`src/rtl/wi_tenure_pkg.sv`:
```
// Shared types for the write-invalidate tenure controller.
package wi_tenure_pkg;
    typedef enum logic [2:0] {
        ST_IDLE,
        ST_REQ,
        ST_ADDR,
        ST_DATA,
        ST_RELEASE,
        ST_DONE
    } tenure_st_t;
endpackage

```
`src/rtl/wi_lat_defer.sv`:
```
// Latency expiry memory.
// Holds a latency timeout seen during a tenure until the tenure ends.
// Assumes lat_expired may be a single-cycle pulse.
module wi_lat_defer (
    input  logic clk,
    input  logic rst_n,
    input  logic in_tenure,
    input  logic lat_expired,
    output logic lat_seen
);
    logic lat_pend;

    // Remember an expiry until the tenure closes.
    always_ff @(posedge clk) begin
        if (!rst_n)           lat_pend <= 1'b0;
        else if (!in_tenure)  lat_pend <= 1'b0;
        else if (lat_expired) lat_pend <= 1'b1;
    end

    // Expiry visible in the same cycle it arrives.
    always_comb lat_seen = lat_pend | (in_tenure & lat_expired);

    assert_lat_held_R3: assert property (@(posedge clk) disable iff (!rst_n)
        (in_tenure && lat_expired) |=> (!in_tenure || lat_seen));
endmodule

```
`src/rtl/wi_cmd_sel.sv`:
```
// Command selector.
// Keeps the command choice for the current and next tenure.
// Assumes load and discon are never high together.
module wi_cmd_sel (
    input  logic clk,
    input  logic rst_n,
    input  logic load,
    input  logic load_wai,
    input  logic discon,
    input  logic addr_aligned,
    output logic use_wai
);
    // Load on job start; downgrade on a misaligned disconnect.
    always_ff @(posedge clk) begin
        if (!rst_n)      use_wai <= 1'b0;
        else if (load)   use_wai <= load_wai;
        else if (discon) use_wai <= use_wai & addr_aligned;
    end

    assert_discon_keep_R7: assert property (@(posedge clk) disable iff (!rst_n)
        (discon && addr_aligned) |=> $stable(use_wai));
endmodule

```
`src/rtl/wi_tenure_fsm.sv`:
```
// Tenure sequencer.
// Walks request, address and data phases and decides when a tenure ends.
// Assumes cmd_wai is stable during a data phase.
// GAP_CYCLES sets how long the request stays low between tenures.
module wi_tenure_fsm
    import wi_tenure_pkg::*;
#(
    parameter int GAP_CYCLES = 1
) (
    input  logic clk,
    input  logic rst_n,
    input  logic job_start,
    input  logic bus_grant,
    input  logic tgt_halt,
    input  logic tgt_ready,
    input  logic line_boundary,
    input  logic data_left,
    input  logic cmd_wai,
    input  logic lat_seen,
    output logic in_tenure,
    output logic in_data,
    output logic load,
    output logic retry,
    output logic discon,
    output logic bus_req,
    output logic bus_yield,
    output logic job_done
);
    localparam int GW = $clog2(GAP_CYCLES + 1);
    localparam logic [GW-1:0] GAP_LAST = GW'(GAP_CYCLES - 1);

    tenure_st_t st, nxt;
    logic [GW-1:0] gap_cnt;
    logic beat, last_beat, lat_rel;

    // Decode target responses within the data phase.
    always_comb begin
        in_data   = (st == ST_DATA);
        beat      = in_data & tgt_ready & ~tgt_halt;
        retry     = in_data & tgt_halt & ~tgt_ready;
        discon    = in_data & tgt_halt & tgt_ready;
        last_beat = beat & ~data_left;
        lat_rel   = beat & data_left & lat_seen & (cmd_wai ? line_boundary : 1'b1);
    end

    // Next-state selection.
    always_comb begin
        nxt = st;
        case (st)
            ST_IDLE:    if (job_start) nxt = ST_REQ;
            ST_REQ:     if (bus_grant) nxt = ST_ADDR;
            ST_ADDR:    nxt = ST_DATA;
            ST_DATA: begin
                if (retry || discon || lat_rel) nxt = ST_RELEASE;
                else if (last_beat)             nxt = ST_DONE;
            end
            ST_RELEASE: if (gap_cnt == GAP_LAST) nxt = ST_REQ;
            ST_DONE:    nxt = ST_IDLE;
            default:    nxt = ST_IDLE;
        endcase
    end

    // State register.
    always_ff @(posedge clk) begin
        if (!rst_n) st <= ST_IDLE;
        else        st <= nxt;
    end

    // Count cycles spent with the request dropped.
    always_ff @(posedge clk) begin
        if (!rst_n)                 gap_cnt <= '0;
        else if (st == ST_RELEASE)  gap_cnt <= gap_cnt + 1'b1;
        else                        gap_cnt <= '0;
    end

    // Output decode.
    always_comb begin
        bus_req   = (st == ST_REQ) || (st == ST_ADDR) || (st == ST_DATA);
        bus_yield = (st == ST_RELEASE);
        job_done  = (st == ST_DONE);
        in_tenure = (st == ST_ADDR) || (st == ST_DATA);
        load      = (st == ST_IDLE) && job_start;
    end

    assert_retry_release_R6: assert property (@(posedge clk) disable iff (!rst_n)
        retry |=> bus_yield);
    assert_rerequest_R8: assert property (@(posedge clk) disable iff (!rst_n)
        $fell(bus_yield) |-> bus_req);
    assert_wait_hold_R5: assert property (@(posedge clk) disable iff (!rst_n)
        (in_data && !tgt_ready && !tgt_halt) |=> in_data);
    assert_done_idle_R9: assert property (@(posedge clk) disable iff (!rst_n)
        job_done |=> (!bus_req && !job_done));
    assert_req_hold_R2: assert property (@(posedge clk) disable iff (!rst_n)
        (bus_req && !in_tenure && !bus_grant) |=> bus_req);
endmodule

```
`src/rtl/wi_tenure_ctrl.sv`:
```
// Write-invalidate bus tenure controller (top).
// Combines the sequencer, latency memory and command selector.
// Assumes the data mover supplies line_boundary, addr_aligned and data_left
// for the current beat.
module wi_tenure_ctrl #(
    parameter int GAP_CYCLES = 1
) (
    input  logic clk,
    input  logic rst_n,
    input  logic job_start,
    input  logic job_wai,
    input  logic bus_grant,
    input  logic lat_expired,
    input  logic tgt_halt,
    input  logic tgt_ready,
    input  logic line_boundary,
    input  logic addr_aligned,
    input  logic data_left,
    output logic bus_req,
    output logic bus_yield,
    output logic use_wai,
    output logic job_done
);
    logic in_tenure, in_data, load, retry, discon, lat_seen;

    wi_tenure_fsm #(.GAP_CYCLES(GAP_CYCLES)) fsm_i (
        .clk(clk), .rst_n(rst_n), .job_start(job_start), .bus_grant(bus_grant),
        .tgt_halt(tgt_halt), .tgt_ready(tgt_ready), .line_boundary(line_boundary),
        .data_left(data_left), .cmd_wai(use_wai), .lat_seen(lat_seen),
        .in_tenure(in_tenure), .in_data(in_data), .load(load), .retry(retry),
        .discon(discon), .bus_req(bus_req), .bus_yield(bus_yield), .job_done(job_done)
    );

    wi_lat_defer lat_i (
        .clk(clk), .rst_n(rst_n), .in_tenure(in_tenure),
        .lat_expired(lat_expired), .lat_seen(lat_seen)
    );

    wi_cmd_sel cmd_i (
        .clk(clk), .rst_n(rst_n), .load(load), .load_wai(job_wai),
        .discon(discon), .addr_aligned(addr_aligned), .use_wai(use_wai)
    );

    assert_retry_cmd_R6: assert property (@(posedge clk) disable iff (!rst_n)
        retry |=> $stable(use_wai));
    assert_discon_cmd_R7: assert property (@(posedge clk) disable iff (!rst_n)
        (discon && !addr_aligned) |=> !use_wai);
    assert_wai_midline_R3: assert property (@(posedge clk) disable iff (!rst_n)
        (in_data && use_wai && tgt_ready && !tgt_halt && data_left && !line_boundary)
        |=> !bus_yield);
endmodule

```
`config.mk`:
```
export PLATFORM = sky130hd
export DESIGN_NAME = wi_tenure_ctrl
export DESIGN_NICKNAME = d
export VERILOG_FILES = /design/src/rtl/wi_tenure_pkg.sv /design/src/rtl/wi_lat_defer.sv /design/src/rtl/wi_cmd_sel.sv /design/src/rtl/wi_tenure_fsm.sv /design/src/rtl/wi_tenure_ctrl.sv
export SDC_FILE = /design/constraint.sdc
export NUM_CORES = 1
export LEC_CHECK = 0
export ABC_AREA = 1
export BUFFER_PORTS_ARGS = -buffer_cell sky130_fd_sc_hd__buf_4
export CORE_AREA = 5 5 42 44
export DETAILED_ROUTE_END_ITERATION = 7
export DIE_AREA = 0 0 47 49
export GPL_TIMING_DRIVEN = 0
export PLACE_DENSITY_LB_ADDON = 0.15
export SLEW_MARGIN = 20
export SYNTH_ARGS = -nofsm -noshare
export SYNTH_HDL_FRONTEND = slang
export SYNTH_SLANG_ARGS = --single-unit
export TNS_END_PERCENT = 10
```
`constraint.sdc`:
```
create_clock -name clk -period 2.9 [get_ports clk]
set_input_delay 0.58 -clock clk [delete_from_list [all_inputs] [get_ports clk]]
set_output_delay 0.58 -clock clk [all_outputs]
set_load 0.1 [all_outputs]
```
==> out/summary.txt <==
Yosys warning total: 0
grt total ovfl: 0
main combinational cell family by area after synthesis: simple AND/OR/NAND/NOR gates
kind of critical path: flip-flop to primary output
initial DRC count: 8
htree depth: 1
worst r2r src: fsm_i.st[2]
root buffer cell: clkbuf_4
static leakage: 0.000304 uW
clk sinks: 6
clock latency on the worst-skew pair: 240 ps
share of the synthesized area in the top cell type: 28.7%
Core ar.: 0.00140 mm^2
row cnt: 14
Clk pwr share: 14.7%
critical path arrival: 1280 ps
layout cells sized above 1: 34.5%
CP cell instances: inv_1 -> nand2_2 -> inv_1 -> nor2_1 -> buf_4
critical hold path startpoint: fsm_i.gap_cnt
pin count of the biggest net entering global routing: 8
worst vdd ir: 0.382 mV
Mapped Area: 418 um^2
GP Congestion: 0.805
Slew HR: 80.6%
XOR/XNOR Fraction of Synth Area: 0%
Fin Clk Skew: 0.368 ps
DP Area: 543 um^2
syn nets: 78
kind of cell adding the most delay to the critical path: buffers and inverters
Adder-Cell Fraction of Synth Area: 0%
Setup crit end kind: primary output
CP max stage delay: 360 ps
Slew Limit Fails: 0
Die Y: 49 um
Critical Path RT: 2320 ps
Cells after Synth: 67
crit path from: fsm_i.st[0]
fraction of power spent switching nets: 54.2%
Clock Tree Buf Depth: 2
Worst path slowest cell: dfxtp_1
max_cap viols: 0
area of the multi-input gates: 253 um^2
Power Dens Cells: 905 mW/mm^2
CP most frequent cell: inv_1
starting density of the core: 29.8%
combinational power share: 61.2%
part of the power in registers: 24.0%
CTS resizes: 0
Die ar.: 0.00230 mm^2
most frequent cells in the layout: 15 x nand2_1, 14 x buf_4, 10 x inv_1, 6 x nand3_1, 6 x dfxtp_1
P_sw: 278 uW
unrepaired setup endpoints after global routing: false
Worst Tran Pin Value: 288 ps
min Tclk post-route: 1860 ps
final hold slack: 479 ps
Post-CTS Setup Bufs: 0
storage element area: 120 um^2
CTS Hold Buffers Added: 0
post-route DRC violation count: 0
CTS Buf Count: 3
mux share of post-synthesis cell area: 0%
library cells used by synthesis: 19
Synth Area in Compound Gates: 8.98%
Synth Area in Simple Gates: 51.5%
status: finished clean
final net count: 97
synthesized flop and latch total: 6
# IOs: 15
wire per inst: 9.83 um
Final Hold Fails: 0
Mean Syn Cell Area: 6.24 um^2
DR vias: 474
Synth area leaders: dfxtp_1 29%, nand2_1 13%, inv_1 9.0%, nand3_1 7.2%, nand2_2 4.5%
Non-Filler Instances: 100
diode count: 0
Design Area, Final: 566 um^2
sequential fraction of the synthesis area: 28.7%
period utilization: 64.0%
final-layout fill cell count: 165
Fin Setup TNS: 0 ps
area grow syn2layout: 35.3%
clock-pin slew on the worst setup and hold paths: 40 ps
Startpoint Class: flip-flop
PortBufs: 14
Hold Path Class: flip-flop to flip-flop
global-route wire length before repair: 1720 um
initial antenna violation count: 0
Routed Antenna Nets: 0
dpl cells: 97
total wire length: 983 um
vias in the first global route: 460
final setup fails: 0
Pint: 234 uW
CP max FO: 5
commonest non-fill, non-tap cell in the layout: nand2_1
drt via density: 4.74
die width: 47 um
Yosys top cell by area: dfxtp_1
CTS tree: built
All-Layer GR Usage: 10.4%
number of iterations in the first detailed-routing pass: 4
fmax: 539 MHz
worst path bufs/invs: 3
post-DP HPWL: 822 um
==> synth_stat cells, drive strengths merged <==
master and number:
nand2 19, inv 12, nor2 9, nand3 7
dfxtp 6, a21oi 3, nor3 3, o21ai 3
nand4 2, nor4 1, o31ai 1, or2 1
==> flip-flops by register name, indices dropped and copies added, names as in the netlist <==
register and flops:
fsm_i.st 3, fsm_i.gap_cnt 1, cmd_i.use_wai 1, lat_i.lat_pend 1
==> power groups by stage <==
stage	Clock, uW	Sequential (uW)	Combinational [uW]
5_1_grt	87.7	125	337
6_report	75.4	123	313
3_3_place_gp	0	124	314
4_1_cts	81.2	123	313
3_5_place_dp	0	125	312
2_1_floorplan	0	151	222
==> layer usage <==
metal	vias to the layer above	global-route usage [%]	share of wire, %
met1	212	11.6	41
li1	249	-	-
met2	11	16.1	49
met3	2	3.32	7.3
met5	-	0	0
met4	0	6.91	1.7
==> path summary, 6_finish.rpt <==
kind              endpoint  cells past startpoint  slack, ps
max                bus_req                      5       1040
min          fsm_i.gap_cnt                      1        480
max reg2reg    fsm_i.st[0]                      8       1640
min reg2reg  fsm_i.gap_cnt                      1        480
==> per-stage QoR <==
step	util, %	setup slack, ps	total power (uW)
floorplan	-	478	373
global placement	38.8	1280	438
detailed placement	38.8	1290	436
CTS	40.4	1020	517
global route	40.4	950	550
finish	40.4	1040	512
==> layout make-up <==
class | instances | share of cell area [%]
inverters | 12 | 7.96
flip-flops and latches | 6 | 21.2
multi-input cells | 49 | 44.7
repair buffers | 14 | 18.6
well taps | 16 | 3.54
clock buffers | 3 | 3.98
==> cell families after synthesis <==
logic type	after synthesis
flops	6
buf+inv	12
simple gates	42
compound gates	7
==> worst register-to-register path, delay by kind of cell, from the launching register on <==
family	cells	cell delay, ps
and+or+nand+nor	7	670
buffers and inverters	1	150
DFF	1	350
(Power assumes the default switching activity.)
